--- config.mk ---
export PLATFORM = sky130hd
export DESIGN_NAME = rawbit_capture_top
export DESIGN_NICKNAME = d
export VERILOG_FILES = /design/src/rtl/rbc_pkg.sv /design/src/rtl/rbc_sampler.sv /design/src/rtl/rbc_shifter.sv /design/src/rtl/rbc_runlen.sv /design/src/rtl/rawbit_capture_top.sv
export SDC_FILE = /design/constraint.sdc
export NUM_CORES = 1
export LEC_CHECK = 0
export ABC_AREA = 1
export BUFFER_PORTS_ARGS = -buffer_cell sky130_fd_sc_hd__buf_2
export CAP_MARGIN = 20
export CORE_AREA = 4 4 51 87
export DETAILED_ROUTE_END_ITERATION = 6
export DIE_AREA = 0 0 55 91
export HOLD_SLACK_MARGIN = 0.06
export PLACE_DENSITY = 0.72
export SYNTH_ARGS = -nofsm -noshare
export SYNTH_HDL_FRONTEND = slang
export SYNTH_SLANG_ARGS = --single-unit
--- constraint.sdc ---
create_clock -name clk -period 1.24 [get_ports clk]
set_input_delay 0.062 -clock clk [delete_from_list [all_inputs] [get_ports clk]]
set_output_delay 0.062 -clock clk [all_outputs]
set_load 0.005 [all_outputs]
--- src/rtl/rbc_pkg.sv ---
`timescale 1ns/1ps
// Package rbc_pkg: shared sizing constants for the raw bit-cell capture block.
// Assumes one sample clock domain; the read pulse is the only async input.
package rbc_pkg;
    localparam int SPC_2MHZ    = 8;  // samples per 4 us cell at 2 MHz
    localparam int SPC_1MHZ    = 4;  // samples per 4 us cell at 1 MHz
    localparam int RAW_W_DEF   = 8;  // raw shift register width
    localparam int RUN_W_DEF   = 8;  // zero-run counter width
endpackage

--- src/rtl/rbc_sampler.sv ---
`timescale 1ns/1ps
// Module rbc_sampler: synchronizes the read pulse, detects its rising edge
// and groups sample clocks into bit cells of SPC samples each.
// Assumes SPC >= 2 and that a pulse stays high at least one sample clock.
module rbc_sampler #(
    parameter int SPC = 8
) (
    input  logic clk,
    input  logic rst_n,
    input  logic rd_pulse,
    output logic cell_stb,
    output logic cell_bit
);
    localparam int TW = (SPC > 2) ? $clog2(SPC) : 1;
    localparam logic [TW-1:0] TLAST = TW'(SPC - 1);

    logic          sync1, sync2, prev;
    logic [TW-1:0] tmr;
    logic          seen;
    logic          edge_now;

    // Rising edge of the synchronized pulse.
    assign edge_now = sync2 & ~prev;
    // Cell ends on the last sample of the window.
    assign cell_stb = (tmr == TLAST);
    // Cell is a one if an edge arrived anywhere in the window.
    assign cell_bit = seen | edge_now;

    // Two-flop synchronizer and edge history.
    always_ff @(posedge clk) begin
        if (!rst_n) begin
            sync1 <= 1'b0;
            sync2 <= 1'b0;
            prev  <= 1'b0;
        end else begin
            sync1 <= rd_pulse;
            sync2 <= sync1;
            prev  <= sync2;
        end
    end

    // Cell timer and per-cell edge memory.
    always_ff @(posedge clk) begin
        if (!rst_n) begin
            tmr  <= '0;
            seen <= 1'b0;
        end else begin
            tmr  <= cell_stb ? '0 : tmr + 1'b1;
            seen <= cell_stb ? 1'b0 : (seen | edge_now);
        end
    end

    // cell boundaries never fall on adjacent sample clocks.
    assert_cell_gap_R2: assert property (@(posedge clk) disable iff (!rst_n)
        cell_stb |=> !cell_stb);
    // an edge seen mid-cell is remembered into the next sample.
    assert_edge_held_R2: assert property (@(posedge clk) disable iff (!rst_n)
        (edge_now && !cell_stb) |=> cell_bit);
endmodule

--- src/rtl/rbc_shifter.sv ---
`timescale 1ns/1ps
// Module rbc_shifter: raw-bit shift register, unread-bit counter and sticky
// overrun flag. Assumes cell_stb is a single-cycle strobe per cell.
module rbc_shifter #(
    parameter int RAW_W = 8,
    parameter int CW    = $clog2(RAW_W + 1)
) (
    input  logic             clk,
    input  logic             rst_n,
    input  logic             cell_stb,
    input  logic             cell_bit,
    input  logic             host_rd,
    output logic [RAW_W-1:0] raw,
    output logic [CW-1:0]    cnt,
    output logic             ovf
);
    localparam logic [CW-1:0] CFULL = CW'(RAW_W);

    // Shift each completed cell in at bit 0.
    always_ff @(posedge clk) begin
        if (!rst_n)        raw <= '0;
        else if (cell_stb) raw <= {raw[RAW_W-2:0], cell_bit};
    end

    // Count unread cells; a poll restarts the count.
    always_ff @(posedge clk) begin
        if (!rst_n)                          cnt <= '0;
        else if (host_rd)                    cnt <= cell_stb ? CW'(1) : '0;
        else if (cell_stb && cnt != CFULL)   cnt <= cnt + 1'b1;
    end

    // Sticky overrun when a cell lands on a full, unpolled register.
    always_ff @(posedge clk) begin
        if (!rst_n)                          ovf <= 1'b0;
        else if (host_rd)                    ovf <= 1'b0;
        else if (cell_stb && cnt == CFULL)   ovf <= 1'b1;
    end

    // the new bit appears at bit 0, older bits move up.
    assert_shift_in_R3: assert property (@(posedge clk) disable iff (!rst_n)
        cell_stb |=> (raw[0] == $past(cell_bit)) &&
                     (raw[RAW_W-1:1] == $past(raw[RAW_W-2:0])));
    // the unread count never passes the register width.
    assert_count_bound_R4: assert property (@(posedge clk) disable iff (!rst_n)
        cnt <= CFULL);
    // overrun only rises from a cell arriving on a full register.
    assert_no_overflow_R5: assert property (@(posedge clk) disable iff (!rst_n)
        $rose(ovf) |-> ($past(cnt) == CFULL) && $past(cell_stb) && !$past(host_rd));
endmodule

--- src/rtl/rbc_runlen.sv ---
`timescale 1ns/1ps
// Module rbc_runlen: measures runs of 0 cells, latches the finished run
// length on each 1 cell and flags runs at or above a host threshold.
module rbc_runlen #(
    parameter int RUN_W = 8
) (
    input  logic             clk,
    input  logic             rst_n,
    input  logic             cell_stb,
    input  logic             cell_bit,
    input  logic [RUN_W-1:0] thresh,
    output logic [RUN_W-1:0] zr,
    output logic [RUN_W-1:0] lr,
    output logic             long_flag
);
    localparam logic [RUN_W-1:0] ZMAX = '1;

    // Flag compares the live run against the threshold.
    assign long_flag = (zr >= thresh);

    // Zero-run counter with saturation and run-length latch.
    always_ff @(posedge clk) begin
        if (!rst_n) begin
            zr <= '0;
            lr <= '0;
        end else if (cell_stb) begin
            if (cell_bit) begin
                lr <= zr;
                zr <= '0;
            end else if (zr != ZMAX) begin
                zr <= zr + 1'b1;
            end
        end
    end

    // a one cell latches the finished run and restarts the count.
    assert_run_latch_R7: assert property (@(posedge clk) disable iff (!rst_n)
        (cell_stb && cell_bit) |=> (zr == '0) && (lr == $past(zr)));
    // a saturated run stays saturated on further zero cells.
    assert_run_sat_R6: assert property (@(posedge clk) disable iff (!rst_n)
        (cell_stb && !cell_bit && zr == ZMAX) |=> zr == ZMAX);
    // without a cell the run counter holds.
    assert_run_hold_R6: assert property (@(posedge clk) disable iff (!rst_n)
        !cell_stb |=> $stable(zr));
endmodule

--- src/rtl/rawbit_capture_top.sv ---
`timescale 1ns/1ps
// Module rawbit_capture_top: raw bit-cell capture counter. Turns read pulses
// into cells, exposes them for frequent host polling and measures zero runs.
// Assumes clk is the sample clock and SPC sample clocks make one bit cell.
module rawbit_capture_top
    import rbc_pkg::*;
#(
    parameter int SPC   = SPC_2MHZ,
    parameter int RAW_W = RAW_W_DEF,
    parameter int RUN_W = RUN_W_DEF,
    parameter int CW    = $clog2(RAW_W + 1)
) (
    input  logic             clk,
    input  logic             rst_n,
    input  logic             rd_pulse,
    input  logic             host_rd,
    input  logic [RUN_W-1:0] zthresh,
    output logic [RAW_W-1:0] raw_bits,
    output logic [CW-1:0]    unread,
    output logic             overrun,
    output logic [RUN_W-1:0] zero_run,
    output logic [RUN_W-1:0] last_run,
    output logic             long_run
);
    logic cell_stb;
    logic cell_bit;

    rbc_sampler #(.SPC(SPC)) u_sampler (
        .clk      (clk),
        .rst_n    (rst_n),
        .rd_pulse (rd_pulse),
        .cell_stb (cell_stb),
        .cell_bit (cell_bit)
    );

    rbc_shifter #(.RAW_W(RAW_W), .CW(CW)) u_shifter (
        .clk      (clk),
        .rst_n    (rst_n),
        .cell_stb (cell_stb),
        .cell_bit (cell_bit),
        .host_rd  (host_rd),
        .raw      (raw_bits),
        .cnt      (unread),
        .ovf      (overrun)
    );

    rbc_runlen #(.RUN_W(RUN_W)) u_runlen (
        .clk       (clk),
        .rst_n     (rst_n),
        .cell_stb  (cell_stb),
        .cell_bit  (cell_bit),
        .thresh    (zthresh),
        .zr        (zero_run),
        .lr        (last_run),
        .long_flag (long_run)
    );

    // reset leaves every capture output cleared.
    assert_reset_clear_R1: assert property (@(posedge clk)
        !rst_n |=> (raw_bits == '0) && (unread == '0) && !overrun &&
                   (zero_run == '0) && (last_run == '0));
endmodule

Word level (Yosys, flattened, before mapping)
Index checks and enable logic that the tools add are counted.
Word-level totals
  flip-flop bits (word level): 36
  bits in writable memories: 0
  bits in latches: 0
  input port bits: 12
  output and inout bits: 30
  memories kept: 0
  ROM bits: 0
  word-level logic and storage cells: 35
Cells by class
  mux-type cells: 5
  bitwise operators: 4
  multipliers: 0
  reduce and logical (&&, ||, !) cells: 8
  magnitude comparators: 1
  add/subtract/negate cells: 3
  shift-type cells: 0
  equal/unequal tests: 4
  divide/modulo/power cells: 0
Operator list (count)
  8-bit two-way mux: 2
  8-bit by 1-bit adder with 8-bit output (second input constant): 1
  8-bit greater-or-equal comparator: 1
  4-bit two-way mux: 2
  8-bit inequality test (second input constant): 1
  4-bit by 1-bit adder with 4-bit output (second input constant): 1
  4-bit == test (second input constant): 1
  4-bit inequality test (second input constant): 1
  2-bit AND reduction: 2
  2-bit nonzero test: 2
  2-bit OR reduction: 2
  3-bit by 1-bit adder with 3-bit output (second input constant): 1
  3-bit == test (second input constant): 1
  1-bit logical AND: 2
  1-bit NOT: 2
  1-bit bitwise AND: 1
  1-bit two-way mux: 1
  1-bit bitwise OR: 1

Depth between registers and ports, before layout
Gate-level depths: netlist of run 1.
  depth in word-level cells: 5
  gate-level depth with buffers: 8
  mapped depth without buffers: 8

Cells and area by module
From an unflattened synthesis of run 1, not the netlist that was laid out.
Unflattened totals
  cell total of the unflattened synthesis: 235
  area total of the unflattened synthesis: 1749.2 µm²
By module, submodules not included
  rbc_runlen: instances 1, area each 969.7 µm², cells each 140, sequential area each 320.3 µm²
  rbc_shifter: instances 1, area each 539.3 µm², cells each 68, sequential area each 260.2 µm²
  rbc_sampler: instances 1, area each 240.2 µm², cells each 27, sequential area each 140.1 µm²

Worst setup path before layout of run 1
No wires, ideal clock.
  kind: register to register
  from: register u_sampler.tmr[0]
  to: register u_shifter.cnt[3]
  buffers on the path: 1
  data arrival time: 1.255 ns
  stages on the path, launching flop included: 9
  library setup time: 0.114 ns
  setup slack: -0.129 ns
  data required time: 1.126 ns
  period minus slack after synthesis: 1.369 ns
  cell sequence: dfxtp_1 > ha_1 > ha_1 > buf_4 > nand2_1 > nand2_1 > nand2_1 > xor2_1 > nor2_1
On the way
  cells in the longest elaborated chain, start to end: 3
RTL lines
  from (decl): RTL line rbc_sampler.sv:18  | logic [TW-1:0] tmr;
  from (signal assigned): RTL line rbc_sampler.sv:48  | tmr <= cell_stb ? '0 : tmr + 1'b1;
  3-bit == test: RTL line rbc_sampler.sv:25  | assign cell_stb = (tmr == TLAST);
  1-bit logical AND: RTL line rbc_shifter.sv:29  | else if (cell_stb && cnt != CFULL) cnt <= cnt + 1'b1;
  2-bit nonzero test (no line)
  to (signal assigned): RTL line rbc_shifter.sv:28  | else if (host_rd) cnt <= cell_stb ? CW'(1) : '0;
  to (signal assigned): RTL line rbc_shifter.sv:29
  to (decl): RTL line rbc_shifter.sv:14  | output logic [CW-1:0] cnt,
No other way between the ends.
A chain may end at the register's enable or synchronous reset.

Worst setup path in the final report of run 1
  from: register u_runlen.zr[4]
  to: output long_run
On the way
  cells in the longest elaborated chain, start to end: 1
RTL lines
  from (decl): RTL line rbc_runlen.sv:12  | output logic [RUN_W-1:0] zr,
  from (signal assigned): RTL line rbc_runlen.sv:31  | zr <= zr + 1'b1;
  8-bit greater-or-equal comparator: RTL line rbc_runlen.sv:19  | assign long_flag = (zr >= thresh);
  to (decl): RTL line rawbit_capture_top.sv:23  | output logic long_run
No other way between the ends.

==> results.py, run 1 <==
metrics = {
    "sta": {
        "slew_viol_final": 0,
        "slew_headroom_pct": 81.5,
        "fin_crit_sh_pct": 125,
        "finalClockSkew_ns": 0.00976,
        "worst_slew_pin_slew_ns": 0.275,
        "hold_ws_ns": 0.0959,
        "setup_ws_ns": -0.312,
        "fmax_mhz": 644,
        "finalHoldViolCount": 0,
        "min_period_ns": 1.55,
        "finalSetupViolations": 19,
        "grt_setup_unrepaired": "true",
        "tns_ns": -1.15,
    },
    "critical_path": {
        "slowest_stage": "dfxtp_2",
        "crit_chain": "ha_4 -> nand2_2 -> nor3_2 -> nand4_1 -> nand4_1 -> buf_2",
        "path_depth": 6,
        "end_kind": "output port",
        "worstPathArrival_ns": 1.49,
        "critPathMaxStageDelay_ns": 0.34,
        "cp_common_cell": "nand4_1",
        "cp.buffers_inverters": 1,
        "critPathMaxFanout": 2,
        "cpLargestDelayFamily": "simple AND/OR/NAND/NOR gates",
        "setup.worst_path.class": "reg -> out",
        "required_ns": 1.18,
        "critPathLaunchType": "flip-flop",
        "r2r_cells": 8,
    },
    "pwr": {
        "intPower_w": 0.00175,
        "max-vdd-ir-drop_mv": 1.16,
        "p_sw_share_pct": 23.1,
        "combPwrFrac_pct": 8.6,
        "power.share.clock_pct": 39.7,
        "seq_power_share_pct": 51.7,
        "power_density_nw_per_um2": 828,
        "switchingPower_w": 0.000528,
        "p_leak_nw": 1.28,
    },
    "clock_network": {
        "cts_buffer_depth": 2,
        "numCtsBuffers": 5,
        "clk_pin_slew_ns": 0.07,
        "root_buffer": "clkbuf_8",
        "insertion_delay_ns": 0.29,
        "htree_num_levels": 2,
        "cts.sinks": 36,
        "cts_tree": "built",
    },
    "hold_path": {
        "hold_path_depth": 3,
        "hold_class": "in -> reg",
    },
    "finish": {
        "area_delta_synth_final_pct": 61.2,
        "final_cell_mix": "buf_2, nor2_1, inv_1, dfxtp_1, buf_4",
        "final_common_cell": "buf_2",
        "postLayoutCellArea_um2": 2760,
        "drive_above_1_share_pct": 51.1,
        "final_core_util_pct": 75.2,
        "nets": 334,
        "antennaDiodeCount": 0,
    },
    "routing": {
        "drt_first_pass_iters": 4,
        "drt.antenna.violating_nets": 0,
        "num_vias": 1819,
        "drtIter0Drc": 31,
        "wl_per_cell_um": 14.8,
        "routed_wl_mm": 5.24,
        "drc": 0,
        "viasPerCell": 5.12,
    },
    "place": {
        "hpwlAfterDp_mm": 3.30,
        "gp_congestion": 0.851,
        "portBuffers": 41,
        "post_dp_cell_area_um2": 2190,
    },
    "logic_synthesis": {
        "synthCells": 228,
        "synth-seq-area-share_pct": 42.1,
        "synth_edf_count": 0,
        "synthesis.nets": 253,
        "yosysWarnings": 0,
        "ys_top_cells_by_area": "dfxtp_1, ha_1, nor2_1, inv_1, nand2_1",
        "avgSynthCellArea_um2": 7.50,
        "synth-seq-cells": 36,
        "synth_flop_cell": "dfxtp_1",
        "netlist.top_cell.by_area": "dfxtp_1",
        "synthArstFlopShare_pct": 0,
        "syn_area_um2": 1710,
        "synth_top_area_share_pct": 42.1,
        "yosysUniqueCellTypes": 27,
    },
    "grt": {
        "grt_antenna_before_repair": 0,
        "grt_pass1_vias": 1786,
        "track_usage_pct": 20.2,
        "grt_max_degree": 23,
        "grt_pass1_wl_mm": 7.53,
        "grt_overflow": 0,
    },
    "run": {
        "cap_violations": 0,
    },
    "floorplan": {
        "die_area_um2": 5010,
        "fp.dieW_um": 55,
        "die_h_um": 91,
        "num_rows": 29,
        "start_util_pct": 46.7,
        "coreArea_um2": 3660,
        "pin_count": 42,
    },
    "run_status": {
        "violations": "setup timing",
        "status": "complete, but fails checks",
    },
}
## logic make-up after synthesis
kind of cell | count (synthesis) | share of synthesized area [%]
AOI/OAI and AO/OA | 41 | 13.2
buffers and inverters | 43 | 10.2
and+or+nand+nor | 94 | 24.5
adders and majority gates | 13 | 9.51
DFF | 36 | 42.1
xor gates and xnor gates | 1 | 0.512
## flip-flops by register name (all words and copies together), names as in the netlist
register	cells
u_sampler.seen	1
u_sampler.sync2	1
u_shifter.cnt	4
u_shifter.raw	8
u_sampler.tmr	3
u_shifter.ovf	1
u_runlen.lr	8
u_runlen.zr	8
u_sampler.sync1	1
u_sampler.prev	1
## routing by layer
metal  global-route usage, %  share of wire, %  up-vias
met5                       0                 0        -
met4                    11.2               2.5        0
met3                    3.77               4.1       12
met2                    36.1                59       53
met1                    20.2                35      861
li1                        -                 -      893
## cell usage after synthesis, drive strengths merged, types with 2 or more instances
cell type / n
nor2: 42
inv: 38
dfxtp: 36
nand2: 31
o21ai: 19
a21oi: 18
ha: 13
nand3: 10
nand4: 6
nor3: 4
buf: 3
clkbuf: 2
## path summary, 6_finish.rpt
| kind | slack [ns] | from | endpoint |
|---|---|---|---|
| max reg2reg | -0.10 | u_sampler.tmr[0]$_SDFF_PP0_ | u_runlen.lr[0]$_SDFFE_PN0P_ |
| min | 0.1 | rst_n | u_sampler.tmr[0]$_SDFF_PP0_ |
| min reg2reg | 0.42 | u_sampler.sync1$_SDFF_PN0_ | u_sampler.sync2$_SDFF_PN0_ |
| max | -0.31 | u_runlen.zr[4]$_SDFFE_PN0P_ | long_run |
## worst reg2reg max path, cell delays in order, from the launching register on
cell,delay (ns)
dfxtp_2,0.35
ha_4,0.15
ha_4,0.17
inv_4,0.06
nor2_4,0.15
buf_6,0.13
buf_6,0.10
o21ai_2,0.04
a21oi_1,0.12
## power groups by stage
| stage | clock network (W) | registers [W] | logic (W) |
|---|---|---|---|
| after floorplan | 0 | 0.00121 | 0.0000783 |
| after global placement | 0 | 0.00121 | 0.000130 |
| after detailed placement | 0 | 0.00121 | 0.000134 |
| after CTS | 0.000909 | 0.00118 | 0.000156 |
| after global routing | 0.000963 | 0.00118 | 0.000219 |
| final | 0.000907 | 0.00118 | 0.000195 |
## per-stage QoR
| step | power [W] | instances | worst slack (ns) |
|---|---|---|---|
| 3_5_place_dp | 0.00134 | 335 | -0.101 |
| 5_1_grt | 0.00236 | 355 | -0.361 |
| 4_1_cts | 0.00225 | 347 | -0.270 |
| 3_3_place_gp | 0.00134 | 335 | -0.0709 |
| 6_report | 0.00228 | 355 | -0.312 |
| 2_1_floorplan | 0.00129 | 228 | -0.00922 |
## final cells by class
class,instances,area (µm²)
multi-input combinational,149,1120
fill,270,907
sequential,36,741
timing repair buffer,79,594
inverter,38,148
clock buffer,7,96.3
tap,46,57.6
## what timing repair did
action / CTS / global route
hold buffers: 1 / 0
setup buffers: 4 / 8
gates resized for setup: 33 / 62
endpoints found under the setup margin: 30 / 28
pin swaps: 12 / 29
hold endpoints to repair: 1 / 0
gates cloned: 0 / 1
Note: power is estimated with default switching activity, not from simulation.
==> run 2: changes to the inputs <==
--- a/config.mk
+++ b/config.mk
@@ -5,7 +5,6 @@
 export SDC_FILE = /design/constraint.sdc
 export NUM_CORES = 1
 export LEC_CHECK = 0
-export ABC_AREA = 1
 export BUFFER_PORTS_ARGS = -buffer_cell sky130_fd_sc_hd__buf_2
 export CAP_MARGIN = 20
 export CORE_AREA = 4 4 51 87
==> results.py, run 2 <==
metrics = {
    "run": {
        "cap_violations": 0,
    },
    "sta": {
        "worst_slew_pin_slew_ns": 0.407,
        "slew_viol_final": 0,
        "grt_setup_unrepaired": "true",
        "slew_headroom_pct": 72.9,
        "fmax_mhz": 663,
        "tns_ns": -2.12,
        "finalClockSkew_ns": 0.0100,
        "fin_crit_sh_pct": 122,
        "setup_ws_ns": -0.267,
        "min_period_ns": 1.51,
        "finalSetupViolations": 25,
        "finalHoldViolCount": 0,
    },
    "critical_path": {
        "r2r_cells": 7,
        "setup.worst_path.class": "reg -> reg",
        "required_ns": 1.46,
        "r2r_start": "u_runlen.zr[0]$_SDFFE_PN0P_",
        "end_kind": "flip-flop",
        "r2r_slack_ns": -0.27,
        "critPathMaxFanout": 5,
        "worstReg2RegEnd": "u_runlen.zr[3]$_SDFFE_PN0P_",
        "critPathLaunchType": "flip-flop",
        "worstPathArrival_ns": 1.73,
    },
    "grt": {
        "grt_overflow": 0,
        "grt_pass1_vias": 1529,
        "track_usage_pct": 18.3,
        "grt_antenna_before_repair": 0,
        "grt_max_degree": 23,
        "grt_pass1_wl_mm": 6.87,
    },
    "logic_synthesis": {
        "yosysWarnings": 0,
        "synthCells": 181,
        "avgSynthCellArea_um2": 9.36,
        "yosys-top-cells-count": "dfxtp_1, nor2_1, mux2i_1",
        "synthesis.nets": 206,
        "synthArstFlopShare_pct": 0,
        "netlist.top_cell.by_area": "dfxtp_1",
        "synth_top_area_share_pct": 42.5,
        "ys_top_cells_by_area": "dfxtp_1, ha_1, mux2i_1, nor2b_1, nor2_1",
        "synth_flop_cell": "dfxtp_1",
        "synth_edf_count": 0,
        "syn_area_um2": 1690,
        "synth-seq-area-share_pct": 42.5,
        "synth.most_common_cell": "dfxtp_1",
        "synth-seq-cells": 36,
        "yosysUniqueCellTypes": 33,
    },
    "finish": {
        "nets": 290,
        "antennaDiodeCount": 0,
        "final_common_cell": "buf_2",
        "final_core_util_pct": 72.8,
        "drive_above_1_share_pct": 50.8,
        "final_cell_mix": "buf_2, buf_4, dfxtp_1, nor2_1, mux2i_1",
        "largest_registers": "u_runlen.lr x8, u_runlen.zr x8, u_shifter.raw x8",
        "area_delta_synth_final_pct": 57.5,
    },
    "floorplan": {
        "die_h_um": 91,
        "coreArea_um2": 3660,
        "die_area_um2": 5010,
        "fp.dieW_um": 55,
        "pin_count": 42,
        "num_rows": 29,
        "start_util_pct": 46.2,
    },
    "routing": {
        "routed_wl_mm": 4.45,
        "drc": 0,
        "drt_first_pass_iters": 4,
        "wl_per_cell_um": 14.2,
        "viasPerCell": 5.04,
        "num_vias": 1572,
        "drtIter0Drc": 31,
        "drt.antenna.violating_nets": 0,
    },
    "place": {
        "portBuffers": 41,
        "hpwlAfterDp_mm": 2.95,
        "gp_congestion": 0.867,
    },
    "hold_path": {
        "hold_class": "in -> reg",
        "hold_path_depth": 3,
        "hp-start": "rst_n",
        "holdPathEnd": "u_shifter.raw[0]$_SDFFE_PN0P_",
    },
    "clock_network": {
        "root_buffer": "clkbuf_8",
        "clk_pin_slew_ns": 0.08,
        "cts_buffer_depth": 2,
        "htree_num_levels": 2,
        "numCtsBuffers": 5,
        "cts.sinks": 36,
        "insertion_delay_ns": 0.29,
        "cts_tree": "built",
    },
    "pwr": {
        "max-vdd-ir-drop_mv": 0.978,
        "p_leak_nw": 1.32,
        "power_density_nw_per_um2": 892,
        "p_total_w": 0.00238,
    },
    "run_status": {
        "violations": "setup timing",
        "status": "complete, but fails checks",
    },
}
## run 2: worst max-delay path by stage
stage | slack, ns | depth (start not counted) | startpoint | to
after floorplan | -0.12 | 7 | u_sampler.tmr[0]$_SDFF_PP0_ | u_runlen.lr[4]$_SDFFE_PN0P_
after global placement | -0.1 | 6 | u_sampler.tmr[0]$_SDFF_PP0_ | u_shifter.cnt[1]$_SDFFE_PN0P_
after detailed placement | -0.13 | 6 | u_sampler.tmr[0]$_SDFF_PP0_ | u_runlen.lr[0]$_SDFFE_PN0P_
after CTS | -0.28 | 7 | u_runlen.zr[0]$_SDFFE_PN0P_ | long_run
after global routing | -0.35 | 6 | u_runlen.zr[1]$_SDFFE_PN0P_ | long_run
final | -0.27 | 7 | u_runlen.zr[0]$_SDFFE_PN0P_ | u_runlen.zr[3]$_SDFFE_PN0P_
## run 2: what timing repair did
| item | 4_1_cts | 5_1_grt |
|---|---|---|
| hold buffers | 2 | 0 |
| pin swaps | 16 | 17 |
| endpoints found under the hold margin | 2 | 0 |
| resized for setup | 37 | 23 |
| endpoints found under the setup margin | 27 | 32 |
| setup buffers | 5 | 3 |
| cloned | 2 | 0 |
## run 2: where the power goes
part	leakage [nW]	switching [W]	internal (W)	total, W
logic	0.961	0.0000788	0.0000814	0.000160
registers	0.296	0.0000130	0.00117	0.00118
clock network	0.0627	0.000411	0.000628	0.00104
## run 2: area by class of cell
class | count | area, µm²
Fill cell | 274 | 997
Timing Repair Buffer | 84 | 601
Multi-Input combinational cell | 123 | 1090
Sequential cell | 36 | 738
Tap cell | 46 | 57.6
Clock buffer | 8 | 121
Inverter | 15 | 58.8
## run 2: layer usage
layer	wire, µm	share of wire, %	track usage, %
met4	71	1.6	6.69
met5	0	0	0
met2	2570	58	34.3
met3	187	4.2	2.95
met1	1620	36	18.8
## run 2: logic make-up (layout without fill, tap and decap cells)
family	after synthesis	count (layout)	synth area share, %
AND/OR/NAND/NOR	65	65	21.1
flip-flops	36	36	42.5
AO/OA/AOI/OAI	26	26	9.38
buffers and inverters	22	107	6.35
multiplexers	16	16	9.45
adder cells (fa/ha/maj)	13	13	9.60
XOR/XNOR	3	3	1.55
## run 2: worst max-delay path, stage by stage, from the launching register on
cell	delay, ns
dfxtp_4	0.36
buf_4	0.11
buf_6	0.10
ha_4	0.14
nand2_4	0.05
or3_4	0.42
and3_4	0.17
nor3_2	0.10
## run 2: through the flow
stage	hold slack, ns	setup WS, ns	cells	instance area [µm²]
final	0.220	-0.267	312	2670
after global routing	0.240	-0.354	312	2670
after CTS	0.179	-0.282	310	2570
after detailed placement	0.277	-0.134	293	2200
after global placement	0.278	-0.0966	293	2200
after floorplan	0.189	-0.117	181	1760
==> run 3: changes to the inputs <==
--- a/config.mk
+++ b/config.mk
@@ -7,11 +7,14 @@
 export LEC_CHECK = 0
 export BUFFER_PORTS_ARGS = -buffer_cell sky130_fd_sc_hd__buf_2
 export CAP_MARGIN = 20
-export CORE_AREA = 4 4 51 87
+export CELL_PAD_IN_SITES_DETAIL_PLACEMENT = 1
+export CELL_PAD_IN_SITES_GLOBAL_PLACEMENT = 1
+export CORE_AREA = 4 4 58 100
 export DETAILED_ROUTE_END_ITERATION = 6
-export DIE_AREA = 0 0 55 91
+export DIE_AREA = 0 0 62 104
 export HOLD_SLACK_MARGIN = 0.06
-export PLACE_DENSITY = 0.72
+export PLACE_DENSITY = 0.84
+export SKIP_LAST_GASP = 1
 export SYNTH_ARGS = -nofsm -noshare
 export SYNTH_HDL_FRONTEND = slang
 export SYNTH_SLANG_ARGS = --single-unit
==> results.py, run 3 (synthesis results as in run 2) <==
metrics = {
    "run_status": {
        "status": "complete, but fails checks",
        "violations": "setup timing",
    },
    "clock_network": {
        "cts_tree": "built",
        "root_buffer": "clkbuf_8",
        "htree_num_levels": 2,
        "cts_buffer_depth": 2,
        "clk_pin_slew_ns": 0.07,
        "numCtsBuffers": 5,
        "insertion_delay_ns": 0.29,
        "cts.sinks": 36,
    },
    "grt": {
        "grt_overflow": 0,
        "grt_pass1_vias": 1698,
        "grt_pass1_wl_mm": 8.68,
        "grt_max_degree": 18,
        "track_usage_pct": 18.3,
        "grt_antenna_before_repair": 0,
    },
    "critical_path": {
        "r2r_cells": 7,
        "worstPathArrival_ns": 1.52,
        "crit_chain": "buf_4 -> ha_1 -> a21o_1 -> a21oi_2 -> o21ai_1 -> buf_2",
        "slowest_stage": "dfxtp_2",
        "end_kind": "output port",
        "r2r_slack_ns": -0.24,
        "setup.worst_path.class": "reg -> out",
        "critPathLaunchType": "flip-flop",
        "critPathMaxStageDelay_ns": 0.33,
        "r2r_start": "u_runlen.zr[1]$_SDFFE_PN0P_",
        "worstReg2RegEnd": "u_runlen.zr[3]$_SDFFE_PN0P_",
        "required_ns": 1.18,
        "critPathMaxFanout": 7,
    },
    "place": {
        "place_ws_ns": -0.226,
        "portBuffers": 41,
        "hpwlAfterDp_mm": 3.67,
        "gp_congestion": 0.759,
    },
    "floorplan": {
        "num_rows": 34,
        "die_area_um2": 6450,
        "coreArea_um2": 4980,
        "die_h_um": 104,
        "fp.dieW_um": 62,
        "start_util_pct": 34.0,
        "pin_count": 42,
    },
    "routing": {
        "num_vias": 1642,
        "drc": 0,
        "wl_per_cell_um": 17.9,
        "routed_wl_mm": 5.67,
        "drt_first_pass_iters": 4,
        "drtIter0Drc": 68,
        "viasPerCell": 5.18,
        "drt.antenna.violating_nets": 0,
    },
    "hold_path": {
        "holdPathEnd": "u_runlen.zr[4]$_SDFFE_PN0P_",
        "hold_path_depth": 3,
        "hp-start": "rst_n",
        "hold_class": "in -> reg",
    },
    "pwr": {
        "intPower_w": 0.00186,
        "power_density_nw_per_um2": 880,
        "max-vdd-ir-drop_mv": 0.933,
        "switchingPower_w": 0.000565,
        "p_leak_nw": 1.32,
        "seq_power_share_pct": 48.7,
        "p_sw_share_pct": 23.3,
        "combPwrFrac_pct": 8.2,
        "power.share.clock_pct": 43.2,
    },
    "finish": {
        "final_core_util_pct": 55.4,
        "final_cell_mix": "buf_2, buf_4, dfxtp_1, nor2_1, mux2i_1",
        "fillCellCount": 556,
        "nets": 287,
        "antennaDiodeCount": 0,
        "largest_registers": "u_runlen.lr x8, u_runlen.zr x8, u_shifter.raw x8",
        "drive_above_1_share_pct": 54.0,
        "final_common_cell": "buf_2",
        "area_delta_synth_final_pct": 62.7,
    },
    "sta": {
        "fmax_mhz": 634,
        "fin_crit_sh_pct": 127,
        "slew_viol_final": 0,
        "finalSetupViolations": 28,
        "setup_ws_ns": -0.338,
        "tns_ns": -3.74,
        "min_period_ns": 1.58,
        "worst_slew_pin_slew_ns": 0.335,
        "finalHoldViolCount": 0,
        "finalClockSkew_ns": 0.00285,
        "grt_setup_unrepaired": "true",
        "slew_headroom_pct": 77.7,
    },
    "run": {
        "cap_violations": 0,
    },
}
-- run 3: timing repair --
item                       in CTS  in global routing
hold buffers                    2                  0
setup buffers                   4                  6
cloned                          1                  0
hold endpoints to repair        2                  0
setup endpoints to repair      27                 33
gates resized for setup        48                 25
pin swaps                      17                 13
-- run 3: layout make-up --
cell class	instances	area, µm²	share of cell area, %
multi-input cells	123	1190	43.2
flip-flops and latches	36	739	26.8
repair buffers	81	589	21.4
clock buffers	5	68.8	2.50
well taps	54	67.6	2.45
inverters	15	58.8	2.13
clock inverters	3	41.3	1.50
-- run 3: power groups by stage --
stage / sequential, W / combinational, W / clock (W)
floorplan: 0.00121 / 0.0000793 / 0
global placement: 0.00121 / 0.000129 / 0
detailed placement: 0.00121 / 0.000141 / 0
CTS: 0.00118 / 0.000185 / 0.00106
global route: 0.00118 / 0.000221 / 0.00113
finish: 0.00118 / 0.000198 / 0.00105
-- run 3: worst max path at each step --
stage / from / to / slack, ns / cells after the start
3_3_place_gp: u_runlen.zr[0]$_SDFFE_PN0P_ / long_run / -0.16 / 8
5_1_grt: u_runlen.zr[7]$_SDFFE_PN0P_ / long_run / -0.40 / 5
2_1_floorplan: u_sampler.tmr[0]$_SDFF_PP0_ / u_runlen.lr[4]$_SDFFE_PN0P_ / -0.12 / 7
4_1_cts: u_runlen.zr[0]$_SDFFE_PN0P_ / long_run / -0.32 / 7
6_report: u_runlen.zr[5]$_SDFFE_PN0P_ / long_run / -0.34 / 6
3_5_place_dp: u_runlen.zr[0]$_SDFFE_PN0P_ / long_run / -0.23 / 8
-- run 3: critical path, delay by kind of cell, from the launching register on --
| kind | cells | cell delay, ns |
|---|---|---|
| buffers and inverters | 2 | 0.29 |
| AOI/OAI and AO/OA | 3 | 0.43 |
| DFF | 1 | 0.33 |
| adders and majority gates | 1 | 0.18 |
-- run 3: per-stage QoR --
step | hold WS (ns) | power (W) | instance area (µm²) | std cells
2_1_floorplan | 0.189 | 0.00129 | 1760 | 181
6_report | 0.179 | 0.00243 | 2760 | 317
3_5_place_dp | 0.287 | 0.00135 | 2220 | 298
5_1_grt | 0.199 | 0.00253 | 2760 | 317
3_3_place_gp | 0.285 | 0.00134 | 2220 | 298
4_1_cts | 0.172 | 0.00243 | 2610 | 312
-- run 3: routing by layer --
layer | up-vias | routed length [µm] | track usage, % | part of all wire, %
met2 | 38 | 3340 | 34.1 | 59
li1 | 787 | - | - | -
met4 | 0 | 140 | 6.98 | 2.5
met3 | 12 | 165 | 2.98 | 2.9
met1 | 805 | 2030 | 18.7 | 36
met5 | - | 0 | 0 | 0
